$ cat src/rtl/wavg_pkg.sv
package wavg_pkg;

    typedef enum logic [1:0] {
        ST_IDLE = 2'd0,
        ST_RUN  = 2'd1,
        ST_SUSP = 2'd2
    } run_st_e;

    localparam int LOOP_CYCLES = 8;
    localparam int PHW         = $clog2(LOOP_CYCLES);

    typedef logic [PHW-1:0] phase_t;

    // slot schedule of one entry
    localparam phase_t PH_RD_POS  = phase_t'(0);
    localparam phase_t PH_RD_WGT  = phase_t'(1);
    localparam phase_t PH_CAP_WGT = phase_t'(2);
    localparam phase_t PH_MUL     = phase_t'(3);
    localparam phase_t PH_ADD_NUM = phase_t'(4);
    localparam phase_t PH_ADD_DEN = phase_t'(5);
    localparam phase_t PH_STEP    = phase_t'(6);
    localparam phase_t PH_LAST    = phase_t'(LOOP_CYCLES - 1);

    typedef struct packed {
        logic rd_pos;
        logic rd_wgt;
        logic cap_pos;
        logic cap_wgt;
        logic mul;
        logic add_num;
        logic add_den;
        logic step;
    } ctl_t;

    function automatic ctl_t decode_phase(input run_st_e st, input phase_t ph);
        ctl_t c;
        c = '0;
        if (st == ST_RUN) begin
            c.rd_pos  = (ph == PH_RD_POS);
            c.rd_wgt  = (ph == PH_RD_WGT);
            c.cap_pos = (ph == PH_RD_WGT);
            c.cap_wgt = (ph == PH_CAP_WGT);
            c.mul     = (ph == PH_MUL);
            c.add_num = (ph == PH_ADD_NUM);
            c.add_den = (ph == PH_ADD_DEN);
            c.step    = (ph == PH_STEP);
        end
        return c;
    endfunction

endpackage

$ cat src/rtl/wavg_seq.sv
module wavg_seq
    import wavg_pkg::*;
#(
    parameter int CW = 8
) (
    input  logic          clk,
    input  logic          rst,
    input  logic          start,
    input  logic          resume,
    input  logic [CW-1:0] count,
    input  logic [CW-1:0] ctx_left,
    input  logic          left_zero,
    input  logic          irq_pend,
    output run_st_e       st,
    output ctl_t          ctl,
    output logic          done,
    output logic          ld_fresh,
    output logic          ld_resume
);

    phase_t ph;

    assign ld_fresh  = start;
    assign ld_resume = resume & ~start;
    assign ctl       = decode_phase(st, ph);

    always_ff @(posedge clk) begin
        if (rst) begin
            st   <= ST_IDLE;
            ph   <= '0;
            done <= 1'b0;
        end else begin
            done <= 1'b0;
            if (start) begin
                ph <= '0;
                if (count == '0) begin
                    st   <= ST_IDLE;
                    done <= 1'b1;
                end else begin
                    st <= ST_RUN;
                end
            end else if (resume) begin
                ph <= '0;
                if (ctx_left == '0) begin
                    st   <= ST_IDLE;
                    done <= 1'b1;
                end else begin
                    st <= ST_RUN;
                end
            end else if (st == ST_RUN) begin
                if (ph == PH_LAST) begin
                    ph <= '0;
                    if (left_zero) begin
                        st   <= ST_IDLE;
                        done <= 1'b1;
                    end else if (irq_pend) begin
                        st <= ST_SUSP;
                    end
                end else begin
                    ph <= ph + phase_t'(1);
                end
            end
        end
    end

    AST_BOUNDARY_ONLY: assert property (@(posedge clk) disable iff (rst)
        (st == ST_RUN && ph != PH_LAST && !start && !resume) |=> (st == ST_RUN));
    AST_SUSP_HOLD: assert property (@(posedge clk) disable iff (rst)
        (st == ST_SUSP && !start && !resume) |=> (st == ST_SUSP && !done));
    AST_LAST_WINS: assert property (@(posedge clk) disable iff (rst)
        (st == ST_RUN && ph == PH_LAST && left_zero && !start && !resume)
        |=> (done && st == ST_IDLE));
    AST_START_WINS: assert property (@(posedge clk) disable iff (rst)
        (start && resume && count != '0) |=> (st == ST_RUN && ph == '0));

endmodule

$ cat src/rtl/wavg_dp.sv
module wavg_dp
    import wavg_pkg::*;
#(
    parameter int AW  = 16,
    parameter int CW  = 8,
    parameter int DW  = 8,
    parameter int NW  = 24,
    parameter int DNW = 16
) (
    input  logic           clk,
    input  logic           rst,
    input  ctl_t           ctl,
    input  logic           ld_fresh,
    input  logic           ld_resume,
    input  logic [AW-1:0]  pos_base,
    input  logic [AW-1:0]  wgt_base,
    input  logic [CW-1:0]  count,
    input  logic [NW-1:0]  ctx_num,
    input  logic [DNW-1:0] ctx_den,
    input  logic [AW-1:0]  ctx_s_ptr,
    input  logic [AW-1:0]  ctx_f_ptr,
    input  logic [CW-1:0]  ctx_left,
    input  logic [DW-1:0]  mem_rdata,
    output logic [NW-1:0]  num,
    output logic [DNW-1:0] den,
    output logic [AW-1:0]  s_ptr,
    output logic [AW-1:0]  f_ptr,
    output logic [CW-1:0]  left,
    output logic           left_zero
);

    localparam int PW = 2 * DW;

    logic [DW-1:0] pos_q;
    logic [DW-1:0] wgt_q;
    logic [PW-1:0] prod_q;

    assign left_zero = (left == '0);

    // operand capture and product stage
    always_ff @(posedge clk) begin
        if (rst) begin
            pos_q  <= '0;
            wgt_q  <= '0;
            prod_q <= '0;
        end else begin
            if (ctl.cap_pos) pos_q  <= mem_rdata;
            if (ctl.cap_wgt) wgt_q  <= mem_rdata;
            if (ctl.mul)     prod_q <= PW'(pos_q) * PW'(wgt_q);
        end
    end

    // sums, pointers and remaining count
    always_ff @(posedge clk) begin
        if (rst) begin
            num   <= '0;
            den   <= '0;
            s_ptr <= '0;
            f_ptr <= '0;
            left  <= '0;
        end else if (ld_fresh) begin
            num   <= '0;
            den   <= '0;
            s_ptr <= pos_base;
            f_ptr <= wgt_base;
            left  <= count;
        end else if (ld_resume) begin
            num   <= ctx_num;
            den   <= ctx_den;
            s_ptr <= ctx_s_ptr;
            f_ptr <= ctx_f_ptr;
            left  <= ctx_left;
        end else begin
            if (ctl.add_num) num <= num + NW'(prod_q);
            if (ctl.add_den) den <= den + DNW'(wgt_q);
            if (ctl.step) begin
                s_ptr <= s_ptr + AW'(1);
                f_ptr <= f_ptr + AW'(1);
                left  <= left - CW'(1);
            end
        end
    end

    AST_FRESH_CLEAR: assert property (@(posedge clk) disable iff (rst)
        ld_fresh |=> (num == '0 && den == '0));
    AST_RESUME_LOAD: assert property (@(posedge clk) disable iff (rst)
        ld_resume |=> (num == $past(ctx_num) && den == $past(ctx_den) && left == $past(ctx_left)));
    AST_NO_UNDERFLOW: assert property (@(posedge clk) disable iff (rst)
        ctl.step |-> (left != '0));
    AST_PTR_STEP: assert property (@(posedge clk) disable iff (rst)
        (ctl.step && !ld_fresh && !ld_resume) |=> (s_ptr == $past(s_ptr) + AW'(1)));

endmodule

$ cat src/rtl/wavg_accum.sv
module wavg_accum
    import wavg_pkg::*;
#(
    parameter int AW  = 16,
    parameter int CW  = 8,
    parameter int DW  = 8,
    parameter int NW  = 24,
    parameter int DNW = 16,
    parameter int QW  = 16
) (
    input  logic           clk,
    input  logic           rst,
    input  logic           start,
    input  logic           resume,
    input  logic [CW-1:0]  count,
    input  logic [AW-1:0]  pos_base,
    input  logic [AW-1:0]  wgt_base,
    input  logic [NW-1:0]  ctx_num,
    input  logic [DNW-1:0] ctx_den,
    input  logic [AW-1:0]  ctx_s_ptr,
    input  logic [AW-1:0]  ctx_f_ptr,
    input  logic [CW-1:0]  ctx_left,
    input  logic           irq_pend,
    output logic           mem_req,
    output logic [AW-1:0]  mem_addr,
    input  logic [DW-1:0]  mem_rdata,
    output logic           busy,
    output logic           suspended,
    output logic           done,
    output logic [NW-1:0]  num_sum,
    output logic [DNW-1:0] den_sum,
    output logic [AW-1:0]  s_ptr,
    output logic [AW-1:0]  f_ptr,
    output logic [CW-1:0]  left,
    output logic [QW-1:0]  div_hi,
    output logic [QW-1:0]  div_lo,
    output logic [QW-1:0]  divisor
);

    localparam int DVW = 2 * QW;

    run_st_e        st;
    ctl_t           ctl;
    logic           ld_fresh;
    logic           ld_resume;
    logic           left_zero;
    logic [DVW-1:0] dividend;

    wavg_seq #(.CW(CW)) u_seq (
        .clk       (clk),
        .rst       (rst),
        .start     (start),
        .resume    (resume),
        .count     (count),
        .ctx_left  (ctx_left),
        .left_zero (left_zero),
        .irq_pend  (irq_pend),
        .st        (st),
        .ctl       (ctl),
        .done      (done),
        .ld_fresh  (ld_fresh),
        .ld_resume (ld_resume)
    );

    wavg_dp #(.AW(AW), .CW(CW), .DW(DW), .NW(NW), .DNW(DNW)) u_dp (
        .clk       (clk),
        .rst       (rst),
        .ctl       (ctl),
        .ld_fresh  (ld_fresh),
        .ld_resume (ld_resume),
        .pos_base  (pos_base),
        .wgt_base  (wgt_base),
        .count     (count),
        .ctx_num   (ctx_num),
        .ctx_den   (ctx_den),
        .ctx_s_ptr (ctx_s_ptr),
        .ctx_f_ptr (ctx_f_ptr),
        .ctx_left  (ctx_left),
        .mem_rdata (mem_rdata),
        .num       (num_sum),
        .den       (den_sum),
        .s_ptr     (s_ptr),
        .f_ptr     (f_ptr),
        .left      (left),
        .left_zero (left_zero)
    );

    assign mem_req   = ctl.rd_pos | ctl.rd_wgt;
    assign mem_addr  = ctl.rd_pos ? s_ptr : f_ptr;
    assign busy      = (st == ST_RUN);
    assign suspended = (st == ST_SUSP);

    // divide operand hand-off
    assign dividend = DVW'(num_sum);
    assign div_hi   = dividend[DVW-1:QW];
    assign div_lo   = dividend[QW-1:0];
    assign divisor  = QW'(den_sum);

    AST_DONE_NOT_SUSP: assert property (@(posedge clk) disable iff (rst)
        done |-> !suspended);
    AST_QUIET_PARKED: assert property (@(posedge clk) disable iff (rst)
        suspended |-> !mem_req);
    AST_PARKED_STABLE: assert property (@(posedge clk) disable iff (rst)
        (suspended && !start && !resume) |=> ($stable(num_sum) && $stable(den_sum)));

endmodule

$ cat config.mk
export PLATFORM = sky130hd
export DESIGN_NAME = wavg_accum
export DESIGN_NICKNAME = d
export VERILOG_FILES = /design/src/rtl/wavg_pkg.sv /design/src/rtl/wavg_seq.sv /design/src/rtl/wavg_dp.sv /design/src/rtl/wavg_accum.sv
export SDC_FILE = /design/constraint.sdc
export NUM_CORES = 1
export LEC_CHECK = 0
export BUFFER_PORTS_ARGS = -buffer_cell sky130_fd_sc_hd__buf_2
export CAP_MARGIN = 15
export CORE_MARGIN = 3
export CORE_UTILIZATION = 45
export DETAILED_ROUTE_END_ITERATION = 7
export PLACE_DENSITY = 0.7
export SLEW_MARGIN = 20
export SYNTH_ARGS = -nofsm -noshare
export SYNTH_HDL_FRONTEND = slang
export SYNTH_SLANG_ARGS = --single-unit
$ cat constraint.sdc
create_clock -name clk -period 8.9 [get_ports clk]
set_input_delay 0.445 -clock clk [delete_from_list [all_inputs] [get_ports clk]]
set_output_delay 0.445 -clock clk [all_outputs]
set_load 0.02 [all_outputs]
Yosys cells after proc, flatten, opt, wreduce, memory -nomap -nowiden
Cells that the tools add are included.
- add/sub/neg operators: 6
- multipliers: 1
- equal/unequal tests: 9
- multiplexer cells: 31
- bitwise logic cells: 3
- reduce and logical (&&, ||, !) cells: 13
- operators with widths (kind ; number):
    16-bit 2-to-1 mux ; 9
    24-bit 2-to-1 mux ; 2
    16-bit by 1-bit adder with 16-bit output, second input constant ; 2
    8-bit 2-to-1 mux ; 4
    24-bit by 16-bit adder with 24-bit output ; 1
    8-bit logical NOT ; 3
    16-bit by 8-bit adder with 16-bit output ; 1
    8-bit by 8-bit multiplier with 16-bit output ; 1
    3-bit equality test, second input constant ; 4
    2-bit 2-to-1 mux ; 6
    1-bit 2-to-1 mux ; 9
    3-bit nonzero test ; 3
    8-bit by 1-bit subtractor with 8-bit output, second input constant ; 1
    3-bit by 2-bit equality test with 1-bit output, second input constant ; 2
    2-bit nonzero test ; 2
    4-bit nonzero test ; 1
    3-bit by 1-bit adder with 3-bit output, second input constant ; 1
    3-bit by 1-bit equality test with 1-bit output, second input constant ; 1
    3-bit logical NOT ; 1
    3-bit 2-to-1 mux ; 1
    3-bit AND reduction ; 1
    3-bit OR reduction ; 1
    2-bit by 1-bit equality test with 1-bit output, second input constant ; 1
    2-bit equality test, second input constant ; 1
    other kinds (4) ; 4
- register bits after elaboration: 118
- input port bits: 133
- logic and storage cells: 74

Longest topological paths before layout
Gate-level depths: netlist (run 1).
- word-level depth: 6
- mapped depth: 17
- gate-level depth less buffers: 17

Cells and area by module
From an unflattened synthesis (run 1), not the netlist that was laid out.
- cell total of the unflattened synthesis: 1192
- area total of the unflattened synthesis: 9813.2 sq um
- modules (own cells, without submodules) (module ; times used ; cells an instance ; area an instance (sq um) ; sequential area each (sq um)):
    wavg_dp ; 1 ; 1069 ; 8692.1 ; 2242.2
    wavg_accum ; 1 ; 70 ; 628.1 ; 0.0
    wavg_seq ; 1 ; 53 ; 493.0 ; 120.1

Worst setup path after synthesis (run 1)
OpenSTA, ideal clock, no wires.
- path kind: reg2reg
- start: reg u_dp.wgt_q[7]
- end: reg u_dp.prod_q[14]
- setup time: 133 ps
- arrival time: 4389 ps
- setup slack: 4377 ps
- stages on the path, launching flop included: 16
- clock period less this slack: 4523 ps
- cell sequence: dfxtp_1 > nand2_1 > fa_1 > fa_1 > inv_1 > fa_1 > inv_1 > fa_1 > inv_1 > ha_1 > or4_1 > o22ai_1 > o21ai_1 > a21o_1 > a2111oi_0 > nor3_1
- cells in the longest elaborated chain, start to end: 1
- RTL lines (item ; line ; text):
    start: declaration ; wavg_dp.sv:35 ; logic [DW-1:0] wgt_q;
    start signal: assignment ; wavg_dp.sv:48 ; if (ctl.cap_wgt) wgt_q <= mem_rdata;
    8-bit by 8-bit multiplier with 16-bit output ; wavg_dp.sv:49 ; if (ctl.mul) prod_q <= PW'(pos_q) * PW'(wgt_q);
    end signal: assignment ; wavg_dp.sv:49 ;
    end: declaration ; wavg_dp.sv:36 ; logic [PW-1:0] prod_q;
Every way passes these cells.
A chain may end at the register's enable or synchronous reset.

Worst setup path in the final report (run 1)
- start: reg u_dp.wgt_q[6]
- end: reg u_dp.prod_q[14]
The elaborated chain is that of the path after synthesis.

==> summary by stage, run 1 <==
Run status
The run finished with clean final reports.

Synth
After synthesis the cells add up to roughly 10000 um^2. By area, the combinational part of the netlist is dominated by simple AND/OR/NAND/NOR gates. The area fraction in compound gates after synthesis is 20.6%. In the post-synthesis netlist, the cell with the most instances is nand2_1.

The average footprint of a synthesized cell is a little under 8 um^2. In the synthesized netlist the dominant register cell turns out to be dfxtp_1. The arithmetic-cell share of the synthesized area counting full adders, half adders and majority gates is between 10% and 20%. After Yosys synthesis, XOR and XNOR cells account for 3.42% of the synthesized area.

After synthesis, the largest area contributor takes up about a quarter of total cell area. In the post-synthesis netlist, the biggest area contributors are dfxtp_1 24%, ha_1 8.8%, fa_1 7.6%. The number of enable-type register cells in the synthesized netlist is 0. After synthesis, the share of cell area in mux cells is 4.03%. The commonest cells after synthesis are 160 x nand2_1, 118 x dfxtp_1, 117 x a21oi_1, 93 x nor2_1, 83 x o21ai_0. Counting flops and latches in the post-synthesis netlist gives 118. Of the total synthesized cell area, the portion taken by AND, OR, NAND and NOR gates is a little under a quarter. Counting flops with an async set or reset pin after synthesis yields a share of 0%. Sequential cells were found to cover 23.7% of the synthesized design area. The synthesized netlist contains slightly above 70 unique library cells. The post-synthesis instance total is ~1300. The Yosys step of the flow raised 0 warnings.

The cell taking the most area after synthesis is dfxtp_1.

GRT
The number of antenna violations at the first check in global routing is 0. The total congestion overflow after global routing is 0. The via count of the first global-routing pass is 9499. The layer flagged by global routing as most heavily used is met2. Global routing used 5.34% of the available met3 tracks. The met1 track demand over resource in global routing is between 20% and 30%.

For this run, the total global-route usage over all layers was measured as 24.7%. The global-route wire length before repair is 48.6 mm. The met2 track utilization from global routing is a little over two fifths. Entering global routing, the biggest net connects 76 pins.

CTS
Clock tree synthesis inserted a total of 17 buffers. The number of levels the H-tree was split into is 4. In this run the post-CTS setup repair buffer count came out at 0. The CTS tree is done. The post-cts gate resize count is 0. The insertion delay to the later sink of the worst-skew pair is 0.42 ns. The root buffer cell is clkbuf_16. The clock-pin slew of the registers on the worst-case setup and hold paths is roughly 0.06 ns.

The total clock sinks is 118. No sink is reached through more buffers than the 2 on the longest clock path. The number of hold buffers added after CTS was 0.

Power and ir drop
The power density of the placed cells is about 130 nW/um^2. The completed layout was analyzed and its total power is ~1600 uW. IR analysis of the VDD net gives a maximum drop of between 0.1 and 0.15 mV. The leakage power of the design is between 0.005 and 0.006 uW.

Hold path
The tightest min-delay check is of the primary input to register type.

Drt
The pre-antenna-repair detailed-routing pass consisted of 8 iterations. The final routed wire length divided by cell count is roughly 17 um. The first routing iteration left between 500 and 600 violations. After detailed routing, the number of remaining DRC violations is 0. The post-detailed-route via-to-cell ratio is 5.60. Summed over all layers, the routed wires come to 30.7 mm. The detail route stage leaves a number of antenna-violating nets equal to 0. The via total after detailed routing is about 9900.

STA
Setup repair after global routing left no endpoint under its margin. Based on the critical path, the design can be clocked at up to ~200 MHz. The final max-slew violation count was 0. The hold violation total from the final report was 0. The minimum period implied by the final worst setup slack is 4.88 ns.

For the final database, setup skew stands at between 0.01 and 0.015 ns. The transition time of the tightest slew-check pin is 0.910 ns. The setup total negative slack is 0 ns. The setup violation total in the final timing report is 0.

The worst pin sits at a relative slew slack of around 39%. The worst path uses between 50% and 60% of the clock period.

Placed design
After legalization and detailed placement, the total HPWL measured 23.4 mm. The count of buffers added on input and output ports is around 270. At the end of routability-driven placement, the weighted congestion stood at approximately 0.92.

Floorplan
The I/O pin count is ~280. The floorplan step set the die height to 155 um. The die is around 150 um wide.

The die covers roughly 24000 um^2. The core region is 21400 um^2. The initial core utilization is a little under half. The standard-cell row count is 53.

Cells and area
The filler cell count in the final layout is 2074. Across the whole layout, storage elements account for 2360 um^2. Summing all multi-input logic gate instances after layout gives between 6000 and 7000 um^2. In the final layout, the share of cells above drive strength 1 is a little under a quarter. The signed area change from the synthesized netlist to the final layout is 18.0%.

The layout net count is between 1500 and 2000. The antenna diode instance count is 0.

Setup path
The critical path buffer and inverter count is 2. The arrival time reported for the critical path endpoint is between 5 and 6 ns. The setup slack of the most critical reg-to-reg path is about 4.0 ns. The nature of the critical path startpoint is a register. The peak per-stage delay on the critical path is approximately 0.54 ns. Grouping stages by cell kind, the critical path spends the most delay in adder cells.

The classification of the worst setup path is register to register. The nature of the critical path endpoint is a register. The most numerous cell on the critical path is fa_1. The standard cell with the maximum stage delay on the critical path is fa_1.

The highest fanout seen on the critical path is 10. The signal on the critical path passes through and2_1 -> fa_1 -> fa_1 -> fa_1 -> inv_1 -> fa_1 -> inv_1 -> ha_1 -> or4_1 -> o22ai_1 -> o21ai_1 -> a21o_1 -> a2111oi_0 -> nor3_1. Data on the critical path is required at its endpoint by 9.19 ns.

Run
The total of max-cap violations is 0.
-- per-stage QoR --
step	util, %	area (um^2)	hold slack, ns	setup WS, ns	instances
3_5_place_dp	52.1	11200	0.459	4.09	1740
5_1_grt	55.0	11800	0.246	3.84	1772
4_1_cts	54.9	11800	0.232	4.06	1772
2_1_floorplan	-	10000	0.436	4.38	1298
6_report	55.0	11800	0.245	4.02	1772
3_3_place_gp	52.1	11200	0.449	4.18	1740
-- report_power, final --
group / internal [uW] / switching [uW]
logic: 96.5 / 151
clock network: 447 / 281
registers: 548 / 30.7
total: 1090 / 463
-- tightest hold or removal path, stage by stage --
cell,delay [ns]
buf_2,0.08
nand3_1,0.05
o21ai_1,0.06
-- placed cells by master, fill, tap and decap left out, types with 10 or more instances in the layout --
cell type  Yosys  layout
buf_2          4     272
nand2_1      160     160
dfxtp_1      118     118
a21oi_1      117     117
nor2_1        93      92
o21ai_0       83      83
inv_1         80      80
ha_1          70      70
and2_1        54      54
fa_1          38      38
nand3_1       36      36
nor3_1        28      28
mux2i_1       21      21
xnor2_1       20      20
a211oi_1      19      19
xor2_1        19      19
mux2_2        17      17
clkbuf_16      0      17
and3_1        16      16
nand4_1       14      14
nand2b_1      14      13
o211ai_1      13      13
nor4_1        11      11
a222oi_1      10      10
-- flip-flops by register name, summed over array words and instances, names as in the netlist --
register,flops
u_dp.den,16
u_dp.f_ptr,16
u_dp.left,8
u_dp.num,24
u_dp.pos_q,8
u_dp.prod_q,16
u_dp.s_ptr,16
u_dp.wgt_q,8
u_seq.done,1
u_seq.ph,3
u_seq.st,2
-- routing by layer --
layer | routed length [um] | share of wire (%) | up-vias
met1 | 12400 | 40 | 4620
met3 | 2290 | 7.5 | 43
met4 | 656 | 2.1 | 0
li1 | - | - | 4869
met2 | 15300 | 50 | 399
met5 | 0 | 0 | -
-- path summary, 6_finish.rpt --
check                               startpoint         endpoint  cells after the start
worst max register to register   u_dp.wgt_q[6]  u_dp.prod_q[14]                     14
worst min register to register  u_dp.prod_q[0]   u_dp.prod_q[0]                      2
worst max-delay path             u_dp.wgt_q[6]  u_dp.prod_q[14]                     14
worst min-delay path               ctx_num[21]     u_dp.num[21]                      3
-- logic make-up after synthesis --
| family | Yosys count |
|---|---|
| fa+ha+maj | 108 |
| compound gates | 328 |
| other cells | 1 |
| mux | 38 |
| flops | 118 |
| buf+inv | 193 |
| xor+xnor | 39 |
| simple gates | 466 |
-- cell type report --
| cell class | instances | share of cell area, % |
|---|---|---|
| timing repair buffer | 280 | 12.1 |
| clock buffer | 17 | 3.61 |
| tap | 275 | 2.92 |
| clock inverter | 15 | 1.58 |
| inverter | 80 | 2.55 |
| sequential | 118 | 20.1 |
| multi-input combinational | 987 | 57.2 |
No activity file was read; power rests on OpenSTA's default activity.
==> run 2: changes to the inputs <==
clock period = 4.7 ns   (was 8.9 ns; I/O delays follow)
==> summary by stage, run 2 (synthesis gave the netlist of run 1 again) <==
Run status
The run finished with clean final reports.

Hold path
The worst hold path belongs to the class primary input to register. The startpoint identified for the worst hold timing path is ctx_num[14]. The path with the worst hold slack has its endpoint at u_dp.num[14].

Along the worst hold path, the cell count comes to 2.

Placed design
The weighted congestion reported at the end of routability-driven placement is 0.911. In this run the tool buffered the top-level ports with approximately 270 buffer cells. After legalization and detailed placement, the total HPWL measured 23.4 mm.

STA
For the pin with the worst max-slew slack, the measured transition is between 0.9 and 1 ns. The final max-slew violation count is 0. The tightest hold path in the finished design has a slack of between 0.03 and 0.04 ns. Summed over all failing endpoints, the final setup total negative slack is 0 ns. Setup violations remaining at the end of the flow were counted as 0. The minimum period implied by the final worst setup slack is approximately 4.6 ns.

The portion of the clock cycle consumed by the worst path in the final layout is 96.9%. The worst clock skew is between 0.01 and 0.015 ns. The worst pin sits at a relative slew slack of ~35%.

The maximum frequency from static timing analysis is roughly 220 MHz. The hold violation total from the final report was 0.

Floorplan
Once the floorplan was initialized, standard cells occupied around 47% of the core. The die boundary width is between 150 and 200 um. The standard-cell row count is between 50 and 60. The I/O pin count is roughly 280. The area of the core region is between 20000 and 25000 um^2.

The area enclosed by the die boundary is approximately 24000 um^2. The die extent in y is between 150 and 200 um.

Cells and area
The number of flip-flops in the largest register is 24. The share of the core filled with cells in the final layout is 55.7%. The layout net count is ~1700. The post-route netlist has roughly a quarter of its cells at a drive strength greater than 1. The most common library cell in the layout ignoring fill and taps is buf_2. Leaving out fill and tap cells, the most frequent cells in the layout are 272 x buf_2, 160 x nand2_1, 117 x a21oi_1, 109 x dfxtp_1, 92 x nor2_1. The register with the most flip-flops is u_dp.num. The signed area change from the synthesized netlist to the final layout is 19.6%. The antenna diode instance count is 0.

Drt
The initial DRC count is 543. The count of unresolved DRC violations after routing is 0. The total wirelength of the detailed-routed design is about 30 mm. The count of antenna-violating nets left after detailed routing is 0.

The length of the first detailed-routing pass in iterations is 6. After detailed routing, the average wire length per cell comes to between 15 and 20 um. The via total after detailed routing is between 9000 and 10000. In the routed layout, each cell is associated on average with a via count of roughly 5.6.

CTS
The number of hold-repair buffers added at the cts stage is 0. TritonCTS built the clock tree. The clock-pin slew of the registers on the worst-case setup and hold paths is around 0.060 ns. The clock passes through at most 2 buffers. The insertion delay to the later sink of the worst-skew pair is ~0.43 ns.

The number of CTS-inserted buffers is 17. The root buffer cell is clkbuf_16. The H-tree generated during clock tree synthesis spans 4 levels.

The clock drives between 100 and 150 sinks.

GRT
Global routing used between 20 and 25% of the available tracks across all layers. Entering global routing, the biggest net connects 78 pins. The number of antenna violations at the first check in global routing is 0. For this run the aggregate overflow at the end of global routing stands at 0. The via count of the first global-routing pass came to 9535. The first global-routing pass estimated slightly below 50 mm of wire.

Setup path
The largest single stage delay on the critical path is roughly 0.54 ns. Of all nets on the critical path, the largest fanout is 9. Together, buffers and inverters on the worst path number 2.

Grouping stages by cell kind, the critical path spends the most delay in adder cells. The most numerous cell type found on the critical path is fa_1. STA classifies the critical path endpoint as a register. The classification of the worst setup path is register to register. The largest individual stage delay along the critical path comes from the cell fa_1. Counting cells, the worst reg-to-reg path comes to 14. The capture point of the worst reg-to-reg path is u_dp.prod_q[14]. The setup slack of the most critical reg-to-reg path is 0.15 ns. At the worst endpoint, the required time is 4.99 ns.

The critical path goes through and2_1 -> fa_1 -> fa_1 -> fa_1 -> inv_1 -> fa_1 -> inv_1 -> ha_1 -> or4_1 -> o22ai_2 -> o21ai_1 -> a21o_1 -> a2111oi_2 -> nor3_1. The startpoint identified for the worst register-to-register timing path is u_dp.pos_q[1]. Data on the critical path arrives at its endpoint at between 4 and 5 ns. The nature of the critical path startpoint is a register.

Power and ir drop
The worst IR drop on VDD is roughly 0.19 mV. In this run the power density over the cells is roughly 250 nW/um^2. The leakage power of the design is about 0.0056 uW.

Run
The total of max-cap violations is 0.
-- run 2: cell types whose count changed in the layout (fill, tap and decap cells not counted), sizes merged --
cell / change
clkbuf: +1
clkinvlp: +4
clkinv: +1
inv: -6
buf: +17
-- run 2: worst max-delay path by stage --
stage / from / endpoint / slack (ns) / cells after the start
after floorplan: u_dp.wgt_q[7] / u_dp.prod_q[14] / 0.18 / 15
after global placement: u_dp.pos_q[1] / u_dp.prod_q[14] / 0.12 / 15
after detailed placement: u_dp.pos_q[1] / u_dp.prod_q[14] / -0.001 / 15
after CTS: u_dp.wgt_q[3] / u_dp.prod_q[14] / 0.02 / 16
after global routing: u_dp.wgt_q[6] / u_dp.prod_q[14] / -0.06 / 15
final: u_dp.pos_q[1] / u_dp.prod_q[14] / 0.15 / 14
-- run 2: what timing repair did --
action	in CTS	in global routing
gates resized for setup	1	14
cloned	0	0
setup endpoints to repair	1	2
pin swaps	0	2
buffers inserted	0	1
-- run 2: per-stage QoR --
| step | area [um^2] | worst slack [ns] | instances | total power (uW) |
|---|---|---|---|---|
| 3_5_place_dp | 11300 | -0.00112 | 1756 | 1580 |
| 4_1_cts | 11900 | 0.0190 | 1788 | 2960 |
| 3_3_place_gp | 11300 | 0.125 | 1756 | 1580 |
| 6_report | 11900 | 0.147 | 1789 | 2940 |
| 2_1_floorplan | 10000 | 0.177 | 1298 | 1410 |
| 5_1_grt | 11900 | -0.0571 | 1789 | 3050 |
-- run 2: metal layers --
| layer | track usage, % | wire [um] | vias to the layer above |
|---|---|---|---|
| met1 | 30.8 | 12700 | 4656 |
| met2 | 43.9 | 15200 | 364 |
| met3 | 5.23 | 2120 | 43 |
| met4 | 7.23 | 623 | 0 |
| li1 | - | - | 4914 |
| met5 | 0 | 0 | - |
-- run 2: layout make-up --
type	instances	area [um^2]
clock buffer	18	439
clock inverter	14	176
fill	2018	9490
inverter	80	300
multi-input combinational	987	6740
sequential	118	2380
tap	275	344
timing repair buffer	297	1550
-- run 2: where the power goes --
group / internal (uW) / switching [uW]
Clock: 851 / 521
Sequential: 1040 / 57.0
Combinational: 184 / 287
Total: 2070 / 865
